<file path="src/rtl/sdio_irq_pkg.sv">
// Shared types for the SDIO card interrupt detector.
package sdio_irq_pkg;
    // Phases of the block-boundary interrupt window timer.
    typedef enum logic [1:0] {
        WG_IDLE  = 2'd0,
        WG_DELAY = 2'd1,
        WG_OPEN  = 2'd2
    } win_state_e;
endpackage

</file>
<file path="src/rtl/blk_byte_ctr.sv">
// Per-block byte counter.
// Counts accepted byte strobes from 0 to BLOCK_BYTES-1 and wraps. It flags
// the wrapping byte as the block boundary. A hold input freezes the count.
// With no transfer and no hold, the count returns to zero.
// Assumes: byte_stb is a single-cycle pulse per byte.
module blk_byte_ctr #(
    parameter int BLOCK_BYTES = 512,
    localparam int CNT_W = $clog2(BLOCK_BYTES)
) (
    input  logic             clk,
    input  logic             rst_n,
    input  logic             xfer_active,
    input  logic             hold,
    input  logic             byte_stb,
    output logic [CNT_W-1:0] cnt_o,
    output logic             blk_end_o
);
    localparam logic [CNT_W-1:0] LAST = CNT_W'(BLOCK_BYTES - 1);

    logic [CNT_W-1:0] cnt_q;
    logic             accept;

    // Purpose: a strobe counts only during a transfer that is not paused.
    always_comb begin
        accept    = byte_stb && xfer_active && !hold;
        blk_end_o = accept && (cnt_q == LAST);
    end

    // Purpose: hold, clear when idle, or advance with wrap.
    always_ff @(posedge clk) begin
        if (!rst_n) begin
            cnt_q <= '0;
        end else if (hold) begin
            cnt_q <= cnt_q;
        end else if (!xfer_active) begin
            cnt_q <= '0;
        end else if (accept) begin
            cnt_q <= (cnt_q == LAST) ? '0 : cnt_q + 1'b1;
        end
    end

    assign cnt_o = cnt_q;

    a_r7_in_range: assert property (@(posedge clk) disable iff (!rst_n)
        cnt_q <= LAST);
    a_r7_wrap_zero: assert property (@(posedge clk) disable iff (!rst_n)
        blk_end_o |=> cnt_q == '0);
    a_r5_count_held: assert property (@(posedge clk) disable iff (!rst_n)
        hold |=> $stable(cnt_q));
endmodule

</file>
<file path="src/rtl/irq_window_gen.sv">
// Interrupt window timer for the four-data-line bus mode.
// After an arm pulse (block boundary), it waits WIN_DELAY SD clock ticks and
// then opens the window for WIN_LEN ticks. A tick inside the open window is
// reported as a sample point. Hold freezes the whole timer.
// Assumes: WIN_DELAY >= 1 and WIN_LEN >= 1; tick is one cycle per SD clock.
module irq_window_gen
    import sdio_irq_pkg::*;
#(
    parameter int WIN_DELAY = 2,
    parameter int WIN_LEN   = 1,
    localparam int MAXV = (WIN_DELAY > WIN_LEN) ? WIN_DELAY : WIN_LEN,
    localparam int TW   = $clog2(MAXV + 1)
) (
    input  logic clk,
    input  logic rst_n,
    input  logic tick,
    input  logic hold,
    input  logic arm,
    output logic win_o,
    output logic sample_o
);
    win_state_e    state_q;
    logic [TW-1:0] left_q;

    // Purpose: arm, count down the delay, then count down the open phase.
    always_ff @(posedge clk) begin
        if (!rst_n) begin
            state_q <= WG_IDLE;
            left_q  <= '0;
        end else if (hold) begin
            state_q <= state_q;
            left_q  <= left_q;
        end else if (arm) begin
            state_q <= WG_DELAY;
            left_q  <= TW'(WIN_DELAY);
        end else if (tick) begin
            unique case (state_q)
                WG_DELAY: begin
                    if (left_q <= TW'(1)) begin
                        state_q <= WG_OPEN;
                        left_q  <= TW'(WIN_LEN);
                    end else begin
                        left_q <= left_q - 1'b1;
                    end
                end
                WG_OPEN: begin
                    if (left_q <= TW'(1)) begin
                        state_q <= WG_IDLE;
                        left_q  <= '0;
                    end else begin
                        left_q <= left_q - 1'b1;
                    end
                end
                default: begin
                    state_q <= WG_IDLE;
                    left_q  <= '0;
                end
            endcase
        end
    end

    // Purpose: expose the window and its sample instants.
    always_comb begin
        win_o    = (state_q == WG_OPEN);
        sample_o = win_o && tick && !hold;
    end

    a_r4_opens_from_delay: assert property (@(posedge clk) disable iff (!rst_n)
        $rose(win_o) |-> $past(state_q == WG_DELAY));
    a_r4_closes_after_last: assert property (@(posedge clk) disable iff (!rst_n)
        (win_o && tick && !hold && !arm && left_q == TW'(1)) |=> !win_o);
    a_r5_timer_held: assert property (@(posedge clk) disable iff (!rst_n)
        hold |=> ($stable(state_q) && $stable(left_q)));
endmodule

</file>
<file path="src/rtl/irq_flag_core.sv">
// Interrupt flag logic.
// A level request comes from a low DAT[1] in single-line mode or on an idle
// four-line bus. A sticky flag is set by a low DAT[1] at a window sample
// point. The clear input takes priority over a new set.
// Assumes: dat1_in is already synchronous to clk.
module irq_flag_core (
    input  logic clk,
    input  logic rst_n,
    input  logic wide_mode,
    input  logic xfer_active,
    input  logic dat1_in,
    input  logic sample,
    input  logic clear,
    output logic pending_o
);
    logic level_q;
    logic sticky_q;

    // Purpose: register the live level request where DAT[1] carries no data.
    always_ff @(posedge clk) begin
        if (!rst_n) begin
            level_q <= 1'b0;
        end else begin
            level_q <= !dat1_in && (!wide_mode || !xfer_active);
        end
    end

    // Purpose: sticky window capture, with the clear winning over a set.
    always_ff @(posedge clk) begin
        if (!rst_n) begin
            sticky_q <= 1'b0;
        end else if (clear) begin
            sticky_q <= 1'b0;
        end else if (sample && !dat1_in) begin
            sticky_q <= 1'b1;
        end
    end

    assign pending_o = level_q || sticky_q;

    a_r1_level_request: assert property (@(posedge clk) disable iff (!rst_n)
        (!wide_mode && !dat1_in) |=> pending_o);
    a_r3_sticky_from_window: assert property (@(posedge clk) disable iff (!rst_n)
        $rose(sticky_q) |-> $past(sample));
    a_r8_clear_wins: assert property (@(posedge clk) disable iff (!rst_n)
        clear |=> !sticky_q);
endmodule

</file>
<file path="src/rtl/sdio_irq_watch.sv">
// SDIO card interrupt detector, top level.
// Connects the byte counter, the interrupt window timer and the flag logic.
// Read-wait freezes the counter and the timer, and is forwarded as the pause
// command to the data counters. The output is the pending flag gated by the
// enable input.
// Assumes: all inputs are synchronous to clk; sd_clk_en marks SD clock ticks.
module sdio_irq_watch #(
    parameter int BLOCK_BYTES = 512,
    parameter int WIN_DELAY   = 2,
    parameter int WIN_LEN     = 1,
    localparam int CNT_W = $clog2(BLOCK_BYTES)
) (
    input  logic             clk,
    input  logic             rst_n,
    input  logic             sd_clk_en,
    input  logic             wide_mode,
    input  logic             dat1_in,
    input  logic             xfer_active,
    input  logic             byte_stb,
    input  logic             irq_en,
    input  logic             rdwait_req,
    input  logic             irq_clear,
    output logic             irq_out,
    output logic             ctr_pause,
    output logic             irq_pending,
    output logic             irq_window,
    output logic [CNT_W-1:0] byte_count
);
    logic blk_end;
    logic win_sample;

    blk_byte_ctr #(.BLOCK_BYTES(BLOCK_BYTES)) u_ctr (
        .clk        (clk),
        .rst_n      (rst_n),
        .xfer_active(xfer_active),
        .hold       (rdwait_req),
        .byte_stb   (byte_stb),
        .cnt_o      (byte_count),
        .blk_end_o  (blk_end)
    );

    irq_window_gen #(.WIN_DELAY(WIN_DELAY), .WIN_LEN(WIN_LEN)) u_win (
        .clk     (clk),
        .rst_n   (rst_n),
        .tick    (sd_clk_en),
        .hold    (rdwait_req),
        .arm     (blk_end && wide_mode),
        .win_o   (irq_window),
        .sample_o(win_sample)
    );

    irq_flag_core u_flag (
        .clk        (clk),
        .rst_n      (rst_n),
        .wide_mode  (wide_mode),
        .xfer_active(xfer_active),
        .dat1_in    (dat1_in),
        .sample     (win_sample),
        .clear      (irq_clear),
        .pending_o  (irq_pending)
    );

    // Purpose: gate the request and forward the pause.
    always_comb begin
        irq_out   = irq_pending && irq_en;
        ctr_pause = rdwait_req;
    end

    a_r2_idle_wide_level: assert property (@(posedge clk) disable iff (!rst_n)
        (wide_mode && !xfer_active && !dat1_in) |=> irq_pending);
endmodule

</file>
<file path="config.mk">
export PLATFORM = sky130hd
export DESIGN_NAME = sdio_irq_watch
export DESIGN_NICKNAME = d
export VERILOG_FILES = /design/src/rtl/sdio_irq_pkg.sv /design/src/rtl/blk_byte_ctr.sv /design/src/rtl/irq_window_gen.sv /design/src/rtl/irq_flag_core.sv /design/src/rtl/sdio_irq_watch.sv
export SDC_FILE = /design/constraint.sdc
export NUM_CORES = 1
export LEC_CHECK = 0
export ABC_AREA = 1
export BUFFER_PORTS_ARGS = -buffer_cell sky130_fd_sc_hd__buf_2
export CORE_MARGIN = 4
export CORE_UTILIZATION = 45
export DETAILED_ROUTE_END_ITERATION = 10
export GPL_TIMING_DRIVEN = 0
export PLACE_DENSITY = 0.69
export SYNTH_ARGS = -nofsm -noshare
export SYNTH_HDL_FRONTEND = slang
export SYNTH_HIERARCHICAL = 1
export SYNTH_SLANG_ARGS = --single-unit
export TNS_END_PERCENT = 50
</file>
<file path="constraint.sdc">
create_clock -name clk -period 4.22 [get_ports clk]
set_input_delay 0.844 -clock clk [delete_from_list [all_inputs] [get_ports clk]]
set_output_delay 0.844 -clock clk [all_outputs]
set_load 0.05 [all_outputs]
</file>
-- Word level (Yosys, flattened, before mapping)
Index checks and enable logic that the tools add are counted.
- register bits: 15
- input port bits: 10
- word-level logic and storage cells: 49
- $add $sub $neg: 2
- $lt $le $gt $ge: 1
- eq/ne operators: 6
- mux-type cells: 13
- bitwise logic cells: 2
- reduce and logical (&&, ||, !) cells: 20
- operators by type and width (operator ; number):
    9-bit 2-to-1 mux ; 3
    2-bit 2-to-1 mux ; 8
    9-bit by 1-bit adder with 9-bit output (second input constant) ; 1
    9-bit equality test (second input constant) ; 1
    1-bit logical AND ; 9
    2-bit one-hot mux with 2 select lines ; 2
    3-bit by 1-bit inequality test with 1-bit output (second input constant) ; 2
    1-bit logical NOT ; 4
    2-bit AND reduction ; 2
    4-bit AND reduction ; 1
    2-bit by 1-bit equality test with 1-bit output (second input constant) ; 1
    2-bit equality test (second input constant) ; 1
    2-bit by 1-bit <= comparator with 1-bit output (second input constant) ; 1
    1-bit logical OR ; 2
    2-bit by 1-bit inequality test with 1-bit output (second input constant) ; 1
    1-bit NOT ; 2
    2-bit nonzero test ; 1
    2-bit OR reduction ; 1
    2-bit by 1-bit subtractor with 2-bit output (second input constant) ; 1

-- Longest topological paths before layout
Gate-level depths: netlist (run 1).
- depth after elaboration: 6
- mapped depth: 16

-- By module
Netlist (run 1), hierarchy kept.
- modules (own cells, without submodules) (module ; instances ; cells each ; area an instance (um^2) ; sequential area each (um^2)):
    blk_byte_ctr ; 1 ; 80 ; 543.0 ; 180.2
    irq_window_gen ; 1 ; 42 ; 277.8 ; 80.1
    irq_flag_core ; 1 ; 11 ; 86.3 ; 40.0
    sdio_irq_watch ; 1 ; 5 ; 22.5 ; 0.0

-- Worst setup path after synthesis (run 1)
Ideal clock, no wire load.
- path kind: register to register
- start point: register u_ctr.cnt_q[1], in the netlist u_ctr/cnt_o[1]
- end point: register u_win.state_q[1]
- data arrival time: 2.061 ns
- setup slack: 2.045 ns
- stages on the path, launching flop included: 16
- buffers on the path: 0
- period minus slack after synthesis: 2.175 ns
- cell sequence: dfxtp_1 > ha_1 > nand2_1 > inv_1 > nand2_1 > nor2_1 > ha_1 > inv_1 > nor2_1 > nand2_1 > inv_1 > nand2_2 > nand2_2 > nand3_1 > nand2_1 > nor2_1
- cells in the longest elaborated chain, start to end: 5
- elaborated cells on any way between the ends: 8
- those cells by class: 3 x eq/ne; 1 x mux; 4 x reduce/logical
- ends and longest elaborated chain (what ; RTL line ; text):
    from (decl) ; blk_byte_ctr.sv:20 ; logic [CNT_W-1:0] cnt_q;
    from (signal assigned) ; blk_byte_ctr.sv:34 ; cnt_q <= cnt_q;
    from (signal assigned) ; blk_byte_ctr.sv:38 ; cnt_q <= (cnt_q == LAST) ? '0 : cnt_q + 1'b1;
    9-bit equality test * ; blk_byte_ctr.sv:26 ; blk_end_o = accept && (cnt_q == LAST);
    1-bit logical AND * ; blk_byte_ctr.sv:26 ;
    via blk_end ; sdio_irq_watch.sv:29 ; logic blk_end;
    1-bit logical AND * ; sdio_irq_watch.sv:47 ; .arm (blk_end && wide_mode),
    3-bit by 1-bit inequality test with 1-bit output (no source line) / 2-bit nonzero test (equally long branches) ; - ;
    4-bit AND reduction (no source line) ; - ;
    to (signal assigned) ; irq_window_gen.sv:31 ; state_q <= state_q;
    to (decl) ; irq_window_gen.sv:22 ; win_state_e state_q;
The timed path passes the listed nets; every way through them passes the cells marked *.
A chain may end at the register's enable or synchronous reset.

-- Worst setup path in the final report (run 1)
- start point: input rdwait_req
- end point: output ctr_pause
- RTL lines (what ; RTL line ; text):
    from (decl) ; sdio_irq_watch.sv:21 ; input logic rdwait_req,
    to (decl) ; sdio_irq_watch.sv:24 ; output logic ctr_pause,
No word-level cell between the ends.

==> results of run 1 <==
layout make-up:
type / instances / area [um2] / area share
multi-input cells: 97 / 526.8 / 0.4790
repair buffers: 22 / 110.1 / 0.1001
clock buffers: 4 / 26.28 / 0.02389
inverters: 24 / 90.09 / 0.08191
plain buffers: 2 / 12.51 / 0.01138
flip-flops and latches: 15 / 300.3 / 0.2730
well taps: 27 / 33.78 / 0.03072
worst max-delay path by stage:
stage / slack (ns) / start / to
3_3_place_gp: 2.05 / rdwait_req / ctr_pause
4_1_cts: 2.06 / rdwait_req / ctr_pause
5_1_grt: 1.88 / u_ctr/cnt_o[0] / u_win/state_q[1]
6_report: 2.06 / rdwait_req / ctr_pause
3_5_place_dp: 2.06 / rdwait_req / ctr_pause
2_1_floorplan: 2.04 / u_ctr/cnt_o[1] / u_win/state_q[1]
cells by family after synthesis:
group / after synthesis / share of synthesized area
AOI/OAI and AO/OA: 20 / 0.1440
adders and majority gates: 5 / 0.06729
buffers and inverters: 26 / 0.1104
DFF: 15 / 0.3230
and+or+nand+nor: 72 / 0.3553
metrics by stage:
stage          instance area, um2  power (mW)
6_report                     1100      0.2702
5_1_grt                      1100      0.2848
4_1_cts                      1100      0.2757
3_5_place_dp                 1074      0.1888
3_3_place_gp                 1074      0.1880
2_1_floorplan               929.6      0.1756
layout by cell type (no fill, tap or decap), drive strengths merged:
cell type	count
buf	24
or2	2
nor2	13
nand4	4
dfxtp	15
nand3	8
inv	24
clkbuf	4
ha	5
nand2	45
o21ai	6
a21oi	14
routing by layer:
layer	vias to the layer above	wire, um	part of all wire	global-route usage
li1	481	-	-	-
met1	387	881	0.47	0.2034
met2	21	835	0.45	0.2408
met3	4	123	0.066	0.03380
met4	0	34	0.018	0.07660
met5	-	0	0	0
flip-flops by register name, summed over array words and instances, names as in the netlist:
name	flops
u_win/left_q	2
u_ctr/cnt_o	9
u_win/state_q	2
u_flag/level_q	1
u_flag/sticky_q	1
worst max-delay path, cell delays in order:
cell and delay (ns):
buf_2 0.12, buf_4 0.11, buf_2 0.24
power groups by stage:
| stage | clock network, mW | logic, mW | registers [mW] |
|---|---|---|---|
| 5_1_grt | 0.0949 | 0.0436 | 0.146 |
| 2_1_floorplan | 0 | 0.0248 | 0.151 |
| 4_1_cts | 0.0902 | 0.0398 | 0.146 |
| 3_5_place_dp | 0 | 0.0397 | 0.149 |
| 6_report | 0.0850 | 0.0394 | 0.146 |
| 3_3_place_gp | 0 | 0.0390 | 0.149 |
==> key figures, run 1 <==
Clock tree
  – CTS Buf Count: 3
  – CTS hold repair buffers: 0
  – Clock Pin Slew Worst Setup and Hold Paths: 0.09 ns
  – Root Buffer: clkbuf_4
  – Later-pin clock latency in the skew report: 0.29 ns
  – Cts repair resizes: 0
  – Post-CTS setup buffers: 0
  – TritonCTS clock tree: done
  – CTS H-tree depth: 1
  – Clock Path Buffers: 2
  – CTS sink count: 15

Routing
  – Routed wire length: 1875 um
  – Via-per-instance ratio: 4.675
  – Pre-Repair DR Iteration Count: 4
  – Drt wl/cell: 9.817 um
  – DRC Markers: 0
  – ANT nets after route: 0
  – Via count: 893
  – Starting DRT DRC Count: 13

Layout
  – Layout area overhead: 18.30%
  – # fillers: 205
  – Ant diodes: 0
  – Non-filler instance count after layout: 191
  – Layout cells sized above 1: 0.2805
  – Layout Nets: 180
  – Post-layout util: 0.5606

Worst setup path
  – Cells on worst reg2reg path: 15
  – Crit. End Element: primary output
  – Worst-path fanout max: 4
  – Worst Path Required: 3.38 ns
  – Reg2reg end: u_win/state_q[1]
  – Worst EP arrival: 1.32 ns
  – R2r startpoint: u_ctr/cnt_o[0]
  – Critical Path Start Type: primary input
  – Crit path kind: primary input to primary output
  – R2r setup slk: 2.19 ns

Timing
  – Final setup fails: 0
  – Slew Viols, Final: 0
  – Final hold viol count: 0
  – Period minus WS final: 2.161 ns
  – Worst slew pin tran: 0.2817 ns
  – Worst hold slack: 0.4569 ns
  – Setup TNS: 0 ns
  – RSZ-0062 raised after global routing: false
  – Max_slew headroom: 0.8115
  – Final Skew: 0.007535 ns
  – Fmax: 0.4628 GHz
  – Final WS setup: 2.059 ns
  – Period utilization: 0.5121

Power
  – Reg power frac: 0.540
  – Worst vdd rail ir drop: 0.0001776 V
  – Sw power: 0.07785 mW
  – Leak Pwr: 0.5158 nW
  – Clock share of power: 0.315
  – Comb power frac: 0.146
  – P per Cell Area: 245.7 mW/mm2
  – Switch share: 0.2881
  – Pint: 0.1923 mW

Synthesis
  – Asr flop ratio synth: 0
  – Synth Net Count: 153
  – Top cells by area, synth: dfxtp_1, nand2_1, inv_1
  – Largest area contributor in the netlist: dfxtp_1
  – #FFs+latches synth: 15
  – Gate Count Post-Synth: 138
  – Synth Area per Inst: 6.737 um2
  – Sequential-to-total area share from yosys stat: 0.3230
  – Count leader, synth: nand2_1
  – Synth cell types: 19
  – EDFF count, synth: 0
  – Mapped cell area: 929.6 um2
  – Synth top area share: 0.3230
  – Dominant synthesized flop cell: dfxtp_1
  – Commonest cells in the netlist: nand2_1, inv_1, dfxtp_1
  – Ys Warns: 6

Placed design
  – Pre-CTS setup slack: 2.057 ns
  – Gpl congestion: 0.7197
  – Post-DP HPWL: 1454 um
  – Placed Cells: 187
  – PortBufs: 22

Global route
  – Global route overflow: 0
  – Pin count of the biggest net entering global routing: 11
  – Vias in the first global route: 797
  – Initial antenna violation count: 0
  – Overall global routing resource usage: 0.1567
  – First-pass GRT wire length: 3263 um

Floorplan
  – IO Pins: 23
  – Starting Density: 0.4739
  – Die ar.: 0.002857 mm2
  – Die height: 53.45 um
  – Core area: 0.001962 mm2
  – Cell row count: 16
  – Die width: 53.45 um

Flow run
  – Max-Cap Viols: 0

Worst hold path
  – Worst hold path type: flip-flop to flip-flop
  – Worst hold path startpoint: u_flag/sticky_q
  – Hold endpoint: u_flag/sticky_q
  – Hold path depth: 2

Status
  – Status: finished clean
(Power assumes the default switching activity.)
==> run 2, diff against run 1 <==
Clock period 4.22 ns to 2.1 ns, I/O delays scaled along.
==> run 2 against run 1 <==
Hold slack worse by 0.14 ns. Largest cell class unchanged. Sequential cell count stayed put. Sequential share of layout area is 0.23 points higher. Global-route usage is 0.74 points higher. Non-clock buffer count is 1 higher.
==> key figures, run 2 (synthesis results as in run 1) <==
Worst setup path
  – R2r setup slk: 0.23 ns (was 2.19 ns)
  – Crit-path cells: ha_2 > nand2_1 > inv_1 > nand2_1 > nor2_1 > ha_2 > inv_1 > nor2_1 > nand2_1 > inv_2 > nand2_2 > nand2_2 > nand3_1 > nand2_1 > nor2_1 (was buf_2 > buf_4 > buf_2)
  – Critical Path Start Type: flip-flop (was primary input)
  – Worst EP arrival: 2.07 ns (was 1.32 ns)
  – Max stage delay cell, worst path: dfxtp_4 (was buf_2)
  – Cells on worst reg2reg path: 15 (unchanged)
  – Crit. End Element: flip-flop (was primary output)
  – Worst Path Required: 2.29 ns (was 3.38 ns)
  – R2r startpoint: u_ctr/cnt_o[0] (unchanged)
  – CP endpoint: u_win/state_q[1] (was ctr_pause)
  – Crit path kind: flip-flop to flip-flop (was primary input to primary output)
  – Crit path buffers/inverters: 3 (unchanged)
  – Family with the most delay on the worst path: simple AND/OR/NAND/NOR gates (was buffers and inverters)
  – Slowest stage delay, CP: 0.38 ns (was 0.24 ns)
  – Most used cell, CP: nand2_1 (was buf_2)
  – Worst-path fanout max: 6 (was 4)
  – Crit path from: u_ctr/cnt_o[0] (was rdwait_req)
  – Crit. path cell count: 15 (was 3)
  – Reg2reg end: u_win/state_q[1] (unchanged)

Routing
  – DRC Markers: 0 (unchanged)
  – Routed wire length: 1953 um (was 1875 um)
  – Drt wl/cell: 10.17 um (was 9.817 um)
  – Via-per-instance ratio: 4.823 (was 4.675)
  – Via count: 926 (was 893)
  – Starting DRT DRC Count: 24 (was 13)
  – ANT nets after route: 0 (unchanged)
  – Pre-Repair DR Iteration Count: 4 (unchanged)

Layout
  – Max reg flops: 9 (unchanged)
  – Layout cells sized above 1: 0.3273 (was 0.2805)
  – Ant diodes: 0 (unchanged)
  – Cell area after layout: 0.001122 mm2 (was 0.001100 mm2)
  – Non-filler instance count after layout: 192 (was 191)
  – Layout area overhead: 20.73% (was 18.30%)
  – Commonest non-fill, non-tap cell in the layout: nand2_1 (unchanged)
  – Layout Nets: 181 (was 180)
  – Most frequent cells in the layout: nand2_1, buf_2, inv_1 (unchanged)

Placed design
  – Pre-CTS setup slack: 0.1291 ns (was 2.057 ns)
  – Post-DP HPWL: 1439 um (was 1454 um)
  – Placed Cells: 187 (unchanged)
  – Placed cell area: 0.001076 mm2 (was 0.001074 mm2)
  – Gpl congestion: 0.7452 (was 0.7197)
  – PortBufs: 22 (unchanged)

Global route
  – Overall global routing resource usage: 0.1640 (was 0.1567)
  – First-pass GRT wire length: 3415 um (was 3263 um)
  – Vias in the first global route: 831 (was 797)
  – Initial antenna violation count: 0 (unchanged)
  – Global route overflow: 0 (unchanged)
  – Pin count of the biggest net entering global routing: 11 (unchanged)

Timing
  – Final WS setup: 0.2272 ns (was 2.059 ns)
  – Max_slew headroom: 0.8112 (was 0.8115)
  – Worst slew pin tran: 0.2822 ns (was 0.2817 ns)
  – Fmax: 0.5340 GHz
  – Slew Viols, Final: 0 (unchanged)
  – Period minus WS final: 1.873 ns
  – Final Skew: 0.005785 ns (was 0.007535 ns)
  – Period utilization: 0.8918
  – Final setup fails: 0 (unchanged)
  – Final hold viol count: 0 (unchanged)

Floorplan
  – Die width: 53.45 um (unchanged)
  – Starting Density: 0.4739 (unchanged)
  – Cell row count: 16 (unchanged)
  – IO Pins: 23 (unchanged)
  – Die ar.: 0.002857 mm2 (unchanged)
  – Core area: 0.001962 mm2 (unchanged)
  – Die height: 53.45 um (unchanged)

Power
  – Pint: 0.3820 mW (was 0.1923 mW)
  – P per Cell Area: 481.0 mW/mm2 (was 245.7 mW/mm2)
  – Clock share of power: 0.311 (was 0.315)
  – Overall power: 0.5399 mW (was 0.2702 mW)
  – Reg power frac: 0.540 (about the same)
  – Switch share: 0.2924 (was 0.2881)
  – Worst vdd rail ir drop: 0.0002819 V (was 0.0001776 V)
  – Leak Pwr: 0.5174 nW (was 0.5158 nW)
  – Comb power frac: 0.149 (was 0.146)
  – Sw power: 0.1579 mW (was 0.07785 mW)

Clock tree
  – TritonCTS clock tree: done (unchanged)
  – Root Buffer: clkbuf_4 (unchanged)
  – Clock Path Buffers: 2 (unchanged)
  – CTS sink count: 15 (unchanged)
  – CTS hold repair buffers: 0 (unchanged)
  – Clock Pin Slew Worst Setup and Hold Paths: 0.09 ns (about the same)
  – CTS Buf Count: 3 (unchanged)
  – CTS H-tree depth: 1 (unchanged)
  – Later-pin clock latency in the skew report: 0.29 ns (about the same)

Worst hold path
  – Worst hold path type: primary input to flip-flop (was flip-flop to flip-flop)

Flow run
  – Max-Cap Viols: 0 (unchanged)

Status
  – Status: finished clean (unchanged)
-- run 2: cell types whose count changed in the layout (fill, tap and decap cells not counted), moves of 2 or more --
cell	change
ha_2	+2
ha_1	-2
dfxtp_4	+2
dfxtp_1	-3
-- run 2: repair_timing --
item,in CTS,in global routing
hold endpoints to repair,0,0
buffers inserted,0,1
endpoints found under the setup margin,0,3
gates resized for setup,0,6
-- run 2: worst min path at each step --
stage / end / slack (ns) / from / depth (start not counted)
detailed placement: u_flag/sticky_q / 0.45 / u_flag/sticky_q / 2
CTS: u_flag/level_q / 0.31 / wide_mode / 2
global route: u_flag/level_q / 0.31 / wide_mode / 2
global placement: u_flag/sticky_q / 0.44 / u_flag/sticky_q / 2
floorplan: u_flag/sticky_q / 0.43 / u_flag/sticky_q / 2
finish: u_flag/level_q / 0.32 / wide_mode / 2
-- run 2: per-layer routing --
metal,GRT usage,vias up,share of wire
met1,0.2044,409,0.47
met3,0.03380,4,0.066
met5,0,-,0
met2,0.2592,28,0.45
met4,0.08936,0,0.014
li1,-,485,-
-- run 2: layout make-up --
| type | count | area (um2) |
|---|---|---|
| Clock inverter | 1 | 5.005 |
| Multi-Input combinational cell | 97 | 531.8 |
| Tap cell | 27 | 33.78 |
| Sequential cell | 15 | 309.0 |
| Inverter | 24 | 90.09 |
| Clock buffer | 3 | 22.52 |
| Buffer | 2 | 12.51 |
| Timing Repair Buffer | 23 | 117.6 |
| Fill cell | 198 | 839.6 |
-- run 2: power by group through the flow --
stage	clock network (mW)	registers, mW	logic [mW]
finish	0.168	0.291	0.0807
global route	0.189	0.293	0.0893
CTS	0.176	0.293	0.0803
detailed placement	0	0.300	0.0796
global placement	0	0.300	0.0783
floorplan	0	0.303	0.0499
-- run 2: through the flow --
step,setup TNS [ns],hold slack (ns),util
after floorplan,0,0.4336,-
after global placement,0,0.4436,0.5485
after detailed placement,0,0.4462,0.5485
after CTS,0,0.3072,0.5625
after global routing,-0.01569,0.3097,0.5721
final,0,0.3165,0.5721
==> run 3, diff against run 2 <==
Settings changed: ABC_AREA 1 to default.
==> run 3 against run 2 <==
Count of clock-buffer cells in the layout up 1. Setup slack worse by 0.16 ns. Utilization up 8.5 points. Critical path depth down 6. Die area down 2.7%. Critical endpoint is now u_win/left_q[1].
==> key figures, run 3 <==
Floorplan
  – Core area: 0.001802 mm2 (was 0.001962 mm2)
  – Starting Density: 0.4993 (was 0.4739)
  – Die width: 52.71 um (was 53.45 um)
  – Cell row count: 15 (was 16)
  – Die ar.: 0.002778 mm2 (was 0.002857 mm2)
  – IO Pins: 23 (unchanged)
  – Die height: 52.71 um (was 53.45 um)

Clock tree
  – Clock Path Buffers: 2 (unchanged)
  – TritonCTS clock tree: done (unchanged)
  – CTS Buf Count: 3 (unchanged)
  – CTS sink count: 15 (unchanged)
  – Later-pin clock latency in the skew report: 0.29 ns (about the same)
  – Root Buffer: clkbuf_4 (unchanged)
  – Clock Pin Slew Worst Setup and Hold Paths: 0.09 ns (about the same)
  – CTS H-tree depth: 1 (unchanged)

Worst setup path
  – Most used cell, CP: and2_4 (was nand2_1)
  – Worst EP arrival: 2.22 ns (was 2.07 ns)
  – Critical Path Start Type: flip-flop (unchanged)
  – R2r setup slk: 0.07 ns (was 0.23 ns)
  – Reg2reg end: u_win/left_q[1] (was u_win/state_q[1])
  – Max stage delay cell, worst path: dfxtp_2 (was dfxtp_4)
  – R2r startpoint: u_ctr/cnt_o[5] (was u_ctr/cnt_o[0])
  – Crit path kind: flip-flop to flip-flop (unchanged)
  – Worst Path Required: 2.29 ns (about the same)
  – Crit-path cells: and4_4 > and2_4 > and3_4 > ha_4 > and4b_2 > and2_4 > nor3b_4 > o31ai_1 > and3_1 (was ha_2 > nand2_1 > inv_1 > nand2_1 > nor2_1 > ha_2 > inv_1 > nor2_1 > nand2_1 > inv_2 > nand2_2 > nand2_2 > nand3_1 > nand2_1 > nor2_1)
  – Slowest stage delay, CP: 0.35 ns (was 0.38 ns)
  – Cells on worst reg2reg path: 9 (was 15)
  – Worst-path fanout max: 5 (was 6)
  – Crit. End Element: flip-flop (unchanged)

Power
  – P per Cell Area: 443.8 mW/mm2 (was 481.0 mW/mm2)
  – Clock share of power: 0.319 (was 0.311)
  – Pint: 0.3833 mW (was 0.3820 mW)
  – Sw power: 0.1420 mW (was 0.1579 mW)
  – Comb power frac: 0.140 (was 0.149)
  – Switch share: 0.2703 (was 0.2924)
  – Overall power: 0.5253 mW (was 0.5399 mW)
  – Worst vdd rail ir drop: 0.0003298 V (was 0.0002819 V)
  – Leak Pwr: 0.4700 nW (was 0.5174 nW)
  – Reg power frac: 0.541 (was 0.540)

Flow run
  – Max-Cap Viols: 0 (unchanged)

Layout
  – Max reg flops: 9 (unchanged)
  – Commonest non-fill, non-tap cell in the layout: buf_2 (was nand2_1)
  – Layout Nets: 155 (was 181)
  – Layout area overhead: 31.57% (was 20.73%)
  – Non-filler instance count after layout: 164 (was 192)
  – Layout cells sized above 1: 0.4029 (was 0.3273)
  – Ant diodes: 0 (unchanged)
  – Post-layout util: 0.6569 (was 0.5721)
  – Most frequent cells in the layout: buf_2, nand2_1, dfxtp_1 (was nand2_1, buf_2, inv_1)

Global route
  – First-pass GRT wire length: 3795 um (was 3415 um)
  – Initial antenna violation count: 0 (unchanged)
  – Overall global routing resource usage: 0.1841 (was 0.1640)
  – Pin count of the biggest net entering global routing: 11 (unchanged)
  – Vias in the first global route: 889 (was 831)
  – Global route overflow: 0 (unchanged)

Worst hold path
  – Worst hold path type: primary input to flip-flop (unchanged)
  – Hold path depth: 2 (unchanged)
  – Hold endpoint: u_flag/sticky_q (was u_flag/level_q)
  – Worst hold path startpoint: irq_clear (was wide_mode)

Placed design
  – PortBufs: 22 (unchanged)
  – Placed Cells: 154 (was 187)
  – Gpl congestion: 0.7952 (was 0.7452)
  – Post-DP HPWL: 1588 um (was 1439 um)

Synthesis
  – Commonest cells in the netlist: dfxtp_1, nand2_1, inv_1, nand3_1, o21ai_0 (was nand2_1, inv_1, dfxtp_1)
  – EDFF count, synth: 0 (unchanged)
  – Synth Net Count: 122 (was 153)
  – Synth cell types: 39 (was 19)
  – Gate Count Post-Synth: 107 (was 138)
  – #FFs+latches synth: 15 (unchanged)
  – Mapped cell area: 899.6 um2 (was 929.6 um2)
  – Asr flop ratio synth: 0 (unchanged)
  – Count leader, synth: dfxtp_1 (was nand2_1)
  – Synth top area share: 0.3338 (was 0.3230)
  – Sequential-to-total area share from yosys stat: 0.3338 (was 0.3230)
  – Synth Area per Inst: 8.408 um2 (was 6.737 um2)
  – Dominant synthesized flop cell: dfxtp_1 (unchanged)
  – Top cells by area, synth: dfxtp_1, ha_1, nand2_1 (was dfxtp_1, nand2_1, inv_1)
  – Ys Warns: 6 (unchanged)
  – Largest area contributor in the netlist: dfxtp_1 (unchanged)

Timing
  – Setup TNS: 0 ns (unchanged)
  – Slew Viols, Final: 0 (unchanged)
  – Final hold viol count: 0 (unchanged)
  – Worst slew pin tran: 0.3378 ns (was 0.2822 ns)
  – Fmax: 0.4917 GHz (was 0.5340 GHz)
  – Final setup fails: 0 (unchanged)
  – Period minus WS final: 2.034 ns (was 1.873 ns)
  – Max_slew headroom: 0.7748 (was 0.8112)
  – Final Skew: 0.003605 ns (was 0.005785 ns)
  – Period utilization: 0.9684 (was 0.8918)

Routing
  – ANT nets after route: 0 (unchanged)
  – Drt wl/cell: 13.76 um (was 10.17 um)
  – Met1 wire length: 990 um (was 909 um)
  – Met2 wire len: 1133 um (was 887 um)
  – Met3 wire length: 84 um (was 128 um)
  – DRC Markers: 0 (unchanged)
  – Routed wire length: 2256 um (was 1953 um)
  – Starting DRT DRC Count: 16 (was 24)
  – Pre-Repair DR Iteration Count: 5 (was 4)
  – Max Used Layer: met4 (unchanged)
  – Via count: 930 (was 926)
  – Via-per-instance ratio: 5.671 (was 4.823)

Status
  – Status: finished clean (unchanged)
run 3: final cells by class:
cell class	instances	area (um2)
clock buffer	4	26.28
multi-input combinational	81	603.1
inverter	7	26.28
tap	25	31.28
sequential	15	320.3
fill	163	618.1
buffer	4	21.27
timing repair buffer	28	155.1
run 3: worst max-delay path by stage:
stage / from / endpoint / slack [ns] / depth (start not counted)
4_1_cts: u_ctr/cnt_o[4] / u_win/state_q[0] / 0.002 / 9
3_5_place_dp: u_ctr/cnt_o[3] / u_win/state_q[0] / -0.13 / 9
5_1_grt: u_ctr/cnt_o[5] / u_ctr/cnt_o[7] / -0.008 / 8
2_1_floorplan: u_ctr/cnt_o[4] / u_win/state_q[0] / 0.009 / 9
3_3_place_gp: u_ctr/cnt_o[3] / u_win/state_q[0] / -0.10 / 9
6_report: u_ctr/cnt_o[5] / u_win/left_q[1] / 0.07 / 9
run 3: power by group through the flow:
stage	Sequential (mW)	Clock, mW	Combinational, mW
after floorplan	0.294	0	0.0389
after global placement	0.291	0	0.0647
after detailed placement	0.292	0	0.0658
after CTS	0.285	0.176	0.0688
after global routing	0.285	0.185	0.0796
final	0.284	0.168	0.0734
run 3: kinds of logic (layout without fill, tap and decap cells):
group	count (synthesis)	after routing	synth area share
simple gates	47	47	0.3269
compound gates	29	29	0.2170
flops	15	15	0.3338
buf+inv	11	43	0.05286
fa+ha+maj	5	5	0.06954
run 3: critical path: cells and delay by family, from the launching register on:
kind            cells  cell delay, ns
flops               1            0.35
compound gates      1            0.12
fa+ha+maj           1            0.16
simple gates        7            1.32
run 3: stage by stage:
step	area [um2]	hold slack [ns]	setup slack, ns
after floorplan	922.1	0.4301	0.008864
after global placement	1064	0.4378	-0.1006
after detailed placement	1064	0.4602	-0.1287
after CTS	1129	0.2701	0.002069
after global routing	1184	0.2821	-0.007958
final	1184	0.2799	0.06643
run 3: repair_timing:
action,4_1_cts,5_1_grt
resized for setup,5,5
hold buffers,0,0
setup buffers,2,4
setup endpoints to repair,5,10
pin swaps,1,4
run 3: layer usage:
metal  track usage  up-vias
met5             0        -
met4       0.08936        0
met3       0.02564        6
met2        0.3264       20
met1        0.2127      441
li1              -      463
